<file path="src/rtl/mrta_pkg.sv">
package mrta_pkg;

   typedef enum logic [2:0] {
      ST_IDLE,
      ST_ISSUE,
      ST_WAIT,
      ST_EVAL,
      ST_DONE
   } st_t;

   typedef enum logic [1:0] {
      MD_PHASE,
      MD_LAG,
      MD_ERR
   } md_t;

endpackage

</file>
<file path="src/rtl/mrta_addr_gen.sv">
module mrta_addr_gen #(
   parameter int WIN_LEN = 16384,
   parameter int R_MAX   = 8,
   parameter int N_W     = 14,
   parameter int RA_W    = 17,
   parameter int FA_W    = 15,
   parameter int RATIO_W = 4,
   parameter int PH_W    = 3,
   parameter int LAG_W   = 6
) (
   input  logic               clk,
   input  logic               rst_n,
   input  logic               clear,
   input  logic               step,
   input  logic [RATIO_W-1:0] ratio,
   input  logic [PH_W-1:0]    phase,
   input  logic [LAG_W-1:0]   lag,
   output logic [RA_W-1:0]    ref_addr,
   output logic [FA_W-1:0]    fb_addr,
   output logic               last
);

   logic [N_W-1:0] n_q;

   always_ff @(posedge clk or negedge rst_n) begin
      if (!rst_n)     n_q <= '0;
      else if (clear) n_q <= '0;
      else if (step)  n_q <= n_q + N_W'(1);
   end

   assign last    = (n_q == N_W'(WIN_LEN - 1));
   assign fb_addr = FA_W'(n_q) + FA_W'(lag);

   generate
      if (R_MAX == 1) begin : g_single_rate
         assign ref_addr = RA_W'(n_q);
      end else begin : g_multi_rate
         logic [RA_W-1:0] base_q;
         always_ff @(posedge clk or negedge rst_n) begin
            if (!rst_n)     base_q <= '0;
            else if (clear) base_q <= '0;
            else if (step)  base_q <= base_q + RA_W'(ratio);
         end
         assign ref_addr = base_q + RA_W'(phase);
      end
   endgenerate

endmodule

</file>
<file path="src/rtl/mrta_mac.sv">
module mrta_mac #(
   parameter int DATA_W = 16,
   parameter int ACC_W  = 48
) (
   input  logic                     clk,
   input  logic                     rst_n,
   input  logic                     clear,
   input  logic                     issue,
   input  logic                     err_mode,
   input  logic signed [DATA_W-1:0] ref_data,
   input  logic signed [DATA_W-1:0] fb_data,
   output logic signed [ACC_W-1:0]  acc,
   output logic                     err_valid,
   output logic signed [DATA_W:0]   err_data
);

   localparam int PROD_W = 2 * DATA_W;

   logic                     val_q;
   logic                     emode_q;
   logic signed [PROD_W-1:0] prod;
   logic signed [ACC_W-1:0]  prod_ext;
   logic signed [DATA_W:0]   diff;

   assign prod     = ref_data * fb_data;
   assign prod_ext = {{(ACC_W - PROD_W){prod[PROD_W-1]}}, prod};
   assign diff     = {ref_data[DATA_W-1], ref_data} - {fb_data[DATA_W-1], fb_data};

   always_ff @(posedge clk or negedge rst_n) begin
      if (!rst_n) begin
         val_q     <= 1'b0;
         emode_q   <= 1'b0;
         acc       <= '0;
         err_valid <= 1'b0;
         err_data  <= '0;
      end else begin
         val_q     <= issue;
         emode_q   <= issue & err_mode;
         err_valid <= emode_q;
         if (emode_q) err_data <= diff;
         if (clear)      acc <= '0;
         else if (val_q) acc <= acc + prod_ext;
      end
   end

endmodule

</file>
<file path="src/rtl/mr_time_aligner.sv">
module mr_time_aligner
   import mrta_pkg::*;
#(
   parameter int DATA_W  = 16,
   parameter int ACC_W   = 48,
   parameter int WIN_LEN = 16384,
   parameter int R_MAX   = 8,
   parameter int LAG_MAX = 63,
   localparam int RATIO_W = $clog2(R_MAX + 1),
   localparam int LAG_W   = $clog2(LAG_MAX + 1) > 0 ? $clog2(LAG_MAX + 1) : 1,
   localparam int PH_W    = R_MAX > 1 ? $clog2(R_MAX) : 1,
   localparam int N_W     = $clog2(WIN_LEN),
   localparam int RA_W    = $clog2(WIN_LEN * R_MAX),
   localparam int FA_W    = $clog2(WIN_LEN + LAG_MAX)
) (
   input  logic                     clk,
   input  logic                     rst_n,
   input  logic                     start,
   input  logic [RATIO_W-1:0]       ratio,
   input  logic [LAG_W-1:0]         max_lag,
   output logic [RA_W-1:0]          ref_addr,
   input  logic signed [DATA_W-1:0] ref_data,
   output logic [FA_W-1:0]          fb_addr,
   input  logic signed [DATA_W-1:0] fb_data,
   output logic [PH_W-1:0]          phase_idx,
   output logic [LAG_W-1:0]         lag_idx,
   output logic signed [ACC_W-1:0]  peak,
   output logic                     done,
   output logic                     err_valid,
   output logic signed [DATA_W:0]   err_data
);

   generate
      if (ACC_W < 2 * DATA_W + $clog2(WIN_LEN)) begin : g_chk_acc
         $error("ACC_W cannot hold a full window of products");
      end
      if (WIN_LEN < 2) begin : g_chk_win
         $error("WIN_LEN must be at least 2");
      end
      if (R_MAX < 1) begin : g_chk_ratio
         $error("R_MAX must be at least 1");
      end
   endgenerate

   st_t st;
   md_t md;

   logic [RATIO_W-1:0]      ratio_l;
   logic [LAG_W-1:0]        lag_l;
   logic [PH_W-1:0]         cur_ph;
   logic [LAG_W-1:0]        cur_lag;
   logic [ACC_W-1:0]        ph_peak;
   logic [ACC_W-1:0]        ph_best_mag;
   logic [ACC_W-1:0]        lag_best_mag;
   logic [PH_W-1:0]         best_ph;
   logic [LAG_W-1:0]        best_lag;
   logic signed [ACC_W-1:0] best_peak;

   logic                    accept;
   logic                    pass_clear;
   logic                    issue;
   logic                    last;
   logic signed [ACC_W-1:0] acc;
   logic [ACC_W-1:0]        mag;
   logic [ACC_W-1:0]        ph_cand;
   logic                    ph_win;
   logic                    ph_last;
   logic                    lag_last;
   logic                    lag_win;
   logic [PH_W-1:0]         sel_ph;

   assign accept     = start && (st == ST_IDLE || st == ST_DONE);
   assign pass_clear = accept || (st == ST_EVAL);
   assign issue      = (st == ST_ISSUE);

   mrta_addr_gen #(
      .WIN_LEN (WIN_LEN),
      .R_MAX   (R_MAX),
      .N_W     (N_W),
      .RA_W    (RA_W),
      .FA_W    (FA_W),
      .RATIO_W (RATIO_W),
      .PH_W    (PH_W),
      .LAG_W   (LAG_W)
   ) i_addr (
      .clk      (clk),
      .rst_n    (rst_n),
      .clear    (pass_clear),
      .step     (issue),
      .ratio    (ratio_l),
      .phase    (cur_ph),
      .lag      (cur_lag),
      .ref_addr (ref_addr),
      .fb_addr  (fb_addr),
      .last     (last)
   );

   mrta_mac #(
      .DATA_W (DATA_W),
      .ACC_W  (ACC_W)
   ) i_mac (
      .clk       (clk),
      .rst_n     (rst_n),
      .clear     (pass_clear),
      .issue     (issue),
      .err_mode  (md == MD_ERR),
      .ref_data  (ref_data),
      .fb_data   (fb_data),
      .acc       (acc),
      .err_valid (err_valid),
      .err_data  (err_data)
   );

   always_comb begin
      mag      = acc[ACC_W-1] ? ACC_W'(-acc) : ACC_W'(acc);
      ph_cand  = (mag > ph_peak) ? mag : ph_peak;
      ph_win   = (ph_cand > ph_best_mag);
      sel_ph   = ph_win ? cur_ph : best_ph;
      ph_last  = ((RATIO_W'(cur_ph) + RATIO_W'(1)) == ratio_l);
      lag_last = (cur_lag == lag_l);
      lag_win  = (mag > lag_best_mag);
   end

   always_ff @(posedge clk or negedge rst_n) begin
      if (!rst_n) begin
         st           <= ST_IDLE;
         md           <= MD_PHASE;
         ratio_l      <= '0;
         lag_l        <= '0;
         cur_ph       <= '0;
         cur_lag      <= '0;
         ph_peak      <= '0;
         ph_best_mag  <= '0;
         lag_best_mag <= '0;
         best_ph      <= '0;
         best_lag     <= '0;
         best_peak    <= '0;
      end else begin
         case (st)
            ST_IDLE, ST_DONE: begin
               if (accept) begin
                  ratio_l      <= ratio;
                  lag_l        <= max_lag;
                  cur_ph       <= '0;
                  cur_lag      <= '0;
                  md           <= MD_PHASE;
                  ph_peak      <= '0;
                  ph_best_mag  <= '0;
                  lag_best_mag <= '0;
                  best_ph      <= '0;
                  best_lag     <= '0;
                  best_peak    <= '0;
                  st           <= ST_ISSUE;
               end
            end
            ST_ISSUE: if (last) st <= ST_WAIT;
            ST_WAIT:  st <= ST_EVAL;
            ST_EVAL: begin
               st <= ST_ISSUE;
               case (md)
                  MD_PHASE: begin
                     if (!lag_last) begin
                        cur_lag <= cur_lag + LAG_W'(1);
                        ph_peak <= ph_cand;
                     end else begin
                        cur_lag <= '0;
                        ph_peak <= '0;
                        if (ph_win) begin
                           ph_best_mag <= ph_cand;
                           best_ph     <= cur_ph;
                        end
                        if (ph_last) begin
                           md     <= MD_LAG;
                           cur_ph <= sel_ph;
                        end else begin
                           cur_ph <= cur_ph + PH_W'(1);
                        end
                     end
                  end
                  MD_LAG: begin
                     if (lag_win) begin
                        lag_best_mag <= mag;
                        best_lag     <= cur_lag;
                        best_peak    <= acc;
                     end
                     if (lag_last) begin
                        md      <= MD_ERR;
                        cur_lag <= lag_win ? cur_lag : best_lag;
                     end else begin
                        cur_lag <= cur_lag + LAG_W'(1);
                     end
                  end
                  default: st <= ST_DONE;
               endcase
            end
            default: st <= ST_IDLE;
         endcase
      end
   end

   assign done      = (st == ST_DONE);
   assign phase_idx = best_ph;
   assign lag_idx   = best_lag;
   assign peak      = best_peak;

endmodule

</file>
<file path="config.mk">
export PLATFORM = sky130hd
export DESIGN_NAME = mr_time_aligner
export DESIGN_NICKNAME = d
export VERILOG_FILES = /design/src/rtl/mrta_pkg.sv /design/src/rtl/mrta_addr_gen.sv /design/src/rtl/mrta_mac.sv /design/src/rtl/mr_time_aligner.sv
export SDC_FILE = /design/constraint.sdc
export NUM_CORES = 2
export LEC_CHECK = 0
export BUFFER_PORTS_ARGS = -buffer_cell sky130_fd_sc_hd__buf_2
export CORE_MARGIN = 5
export CORE_UTILIZATION = 50
export CTS_CLUSTER_DIAMETER = 200
export DETAILED_ROUTE_END_ITERATION = 12
export PLACE_DENSITY = 0.66
export SYNTH_ARGS = -nofsm -noshare
export SYNTH_HDL_FRONTEND = slang
export SYNTH_HIERARCHICAL = 1
export SYNTH_SLANG_ARGS = --single-unit
</file>
<file path="constraint.sdc">
create_clock -name clk -period 18.05 [get_ports clk]
set_input_delay 3.61 -clock clk [delete_from_list [all_inputs] [get_ports clk]]
set_output_delay 3.61 -clock clk [all_outputs]
set_load 0.05 [all_outputs]
</file>
==> results.yml <==
outcome:
  outcome: "finished, final reports clean"
synthesis:
  synth_edf_count: 0
  synth-seq-cells: 323
  async_reset_ff_share_pct: 100
  synthesis.nets: 4359
  synthFlopType: "dfrtp_1"
  ys_types: 88
  yosysMostFrequentCell: "inv_1"
  yosys_warnings: 6
  synth_area_per_cell_um2: 9.30
  ys_seq_area_share_pct: 24.0
  netlist_area_um2: 33700
  synthTopCellsByArea: "dfrtp_1 (24%), fa_1 (22%), ha_1 (12%)"
  synthTopCellsByCount: "inv_1 (642), nand2_1 (403), fa_1 (366)"
  syn_inst: 3624
  synth.largest_area_cell: "dfrtp_1"
  yosysTopAreaCellShare_pct: 24.0
sta:
  setup_ws_ns: 7.77
  final_hold_viol_count: 0
  fin_setup_tns_ns: 0
  rsz0062_at_grt: "no"
  setup_violations: 0
  min_period_ns: 10.28
  worst_pin_slew_ns: 1.08
  final_max_slew_viol_count: 0
  max_freq_ghz: 0.0973
  min_period_over_period_pct: 57.0
  clock_skew_ns: 0.0196
  relSlewSlack_pct: 27.4
worst_setup_path:
  critPathMaxFanout: 17
  r2r_start: "i_mac/acc[0]"
  cp-end-kind: "flip-flop"
  crit_required_ns: 18.51
  rrSetupSlack_ns: 9.44
  startpoint_type: "input port"
  reg2reg_depth: 26
  cp.arrival_ns: 10.74
  r2r-end: "ph_best_mag[5]"
  critical_path_class: "in2reg"
job:
  cap_violations: 0
detailed_routing:
  drt_wl_total_um: 83300
  firstDrtPassIters: 5
  dr.first_iter.drc_count: 1480
  drc: 0
  routedWlPerCell_um: 18.1
  dr_total_vias: 25500
  routed_via_density: 5.54
  detail-route-antenna-nets: 0
placed_design:
  place_area_um2: 35300
  io_buffers: 152
  post-dp-hpwl_um: 64300
  gp_congestion: 0.890
  pre_cts_slack_ns: 7.17
  placed_cells: 4531
hold_path:
  hold_class: "reg2reg"
  hold-path-endpoint: "i_mac/err_data[0]"
  min_path_cells: 2
  hp-start: "i_mac/err_data[0]"
global_routing:
  grt_pass1_vias: 25900
  gr-usage-all-layers_pct: 23.1
  grt_pass1_wl_um: 139000
  antenna_found_initial: 0
  overflow: 0
  grt_max_degree: 89
floorplanning:
  start_util_pct: 50.3
  die_w_um: 270
  coreArea_um2: 67000
  die_area_um2: 72700
  pin_count: 153
  die_h_um: 270
  std_cell_rows: 95
cells_and_area:
  diodes: 0
  syn_to_final_growth_pct: 8.60
  nets: 4436
  fillers: 6107
  stdcell_area_um2: 36600
  stdcell_count: 4605
  layout-drive-gt1-share_pct: 9.32
clocking:
  cts_hold_buf: 0
  cts_root_buf: "clkbuf_16"
  clock_sinks: 323
  path_clk_slew_ns: 0.06
  postCtsSetupBuffers: 0
  cts_tree: "done"
  clk_latency_ns: 0.58
  cts_inserted_buffers: 41
  cts_resized: 0
  ctsHtreeMaxLevel: 2
  cts_buffer_depth: 3
[routing by layer]
metal	GRT usage, %	wire, um	share of wire (%)
met1	33.7	39300	47
met2	37.4	38500	46
met3	2.88	3930	4.7
met4	5.09	1610	1.9
met5	0	0	0
[cell usage in the layout (no fill, tap or decap), types with 16 or more instances in the layout]
cell type / synthesis / final
clkbuf_16: 0 / 41
a32o_1: 49 / 49
o21ai_0: 136 / 136
xnor2_1: 109 / 109
a21oi_1: 151 / 150
nor3_1: 29 / 28
nor4_1: 19 / 19
xor2_1: 41 / 41
a22o_1: 52 / 52
a211oi_1: 22 / 22
ha_1: 324 / 324
nand3_1: 41 / 41
o31ai_1: 68 / 68
or4_1: 16 / 16
buf_4: 2 / 33
nor2_1: 167 / 166
nand2b_1: 20 / 20
buf_2: 6 / 151
nand2_1: 403 / 401
and2_1: 100 / 98
nand4_1: 53 / 53
inv_1: 642 / 642
mux2i_1: 45 / 45
a21o_1: 49 / 49
mux2_2: 56 / 56
dfrtp_1: 323 / 321
fa_1: 366 / 365
[metrics by stage]
| stage | utilization (%) | hold slack [ns] |
|---|---|---|
| floorplan | - | 0.372 |
| global placement | 52.6 | 0.465 |
| detailed placement | 52.6 | 0.467 |
| CTS | 54.6 | 0.483 |
| global route | 54.6 | 0.497 |
| finish | 54.6 | 0.476 |
[critical path, stage by stage]
cell and delay [ns]:
buf_2 0.21, nand2_1 0.19, inv_1 0.09, fa_2 0.64, inv_1 0.11, fa_1 0.88
fa_1 0.64, fa_1 0.73, inv_1 0.32, fa_1 0.58, inv_1 0.05, fa_1 0.47
inv_1 0.04, ha_1 0.35, a211oi_1 0.23, nand2_1 0.10, nor4_1 0.61, a2111oi_4 0.19
o41a_1 0.41, mux2i_1 0.12, a21o_1 0.15
[area by class of cell]
type	instances	area (um2)	area share (%)
multi-input cells	2507	22700	62.0
flip-flops and latches	323	8090	22.1
inverters	643	2410	6.59
clock buffers	61	1190	3.25
well taps	873	1090	2.98
repair buffers	185	1020	2.78
clock inverters	13	121	0.332
[worst max-delay path by stage]
stage,depth (start not counted),to,startpoint
6_report,21,i_mac/acc[44],fb_data[1]
4_1_cts,21,i_mac/acc[44],fb_data[1]
3_5_place_dp,21,i_mac/acc[44],fb_data[1]
2_1_floorplan,21,i_mac/acc[44],ref_data[15]
5_1_grt,21,i_mac/acc[44],fb_data[1]
3_3_place_gp,21,i_mac/acc[44],fb_data[1]
[cell families (layout without fill, tap and decap cells)]
group | after synthesis | after routing | share of synthesized area, %
AOI/OAI and AO/OA | 642 | 642 | 13.2
xor gates and xnor gates | 151 | 151 | 3.95
adders and majority gates | 690 | 690 | 33.8
buffers and inverters | 794 | 902 | 8.91
DFF | 323 | 323 | 24.0
muxes | 101 | 101 | 3.21
and+or+nand+nor | 923 | 923 | 13.0
[sequential cells by signal, summed over array words and instances (netlist names)]
name and cells:
md 2, lag_idx 6, cur_lag 6, peak 47
i_mac/err_valid 1, i_mac/err_data 17, st 3, i_mac/acc 48
ph_peak 48, i_mac/val_q 1, i_addr/g_multi_rate.base_q 17, lag_l 6
ratio_l 4, ph_best_mag 48, i_addr/n_q 14, i_mac/emode_q 1
cur_ph 3, lag_best_mag 48, phase_idx 3
Power is left out: the tool's default activity adds up to more than one toggle a clock period on the data nets, which glitch-free logic cannot reach.
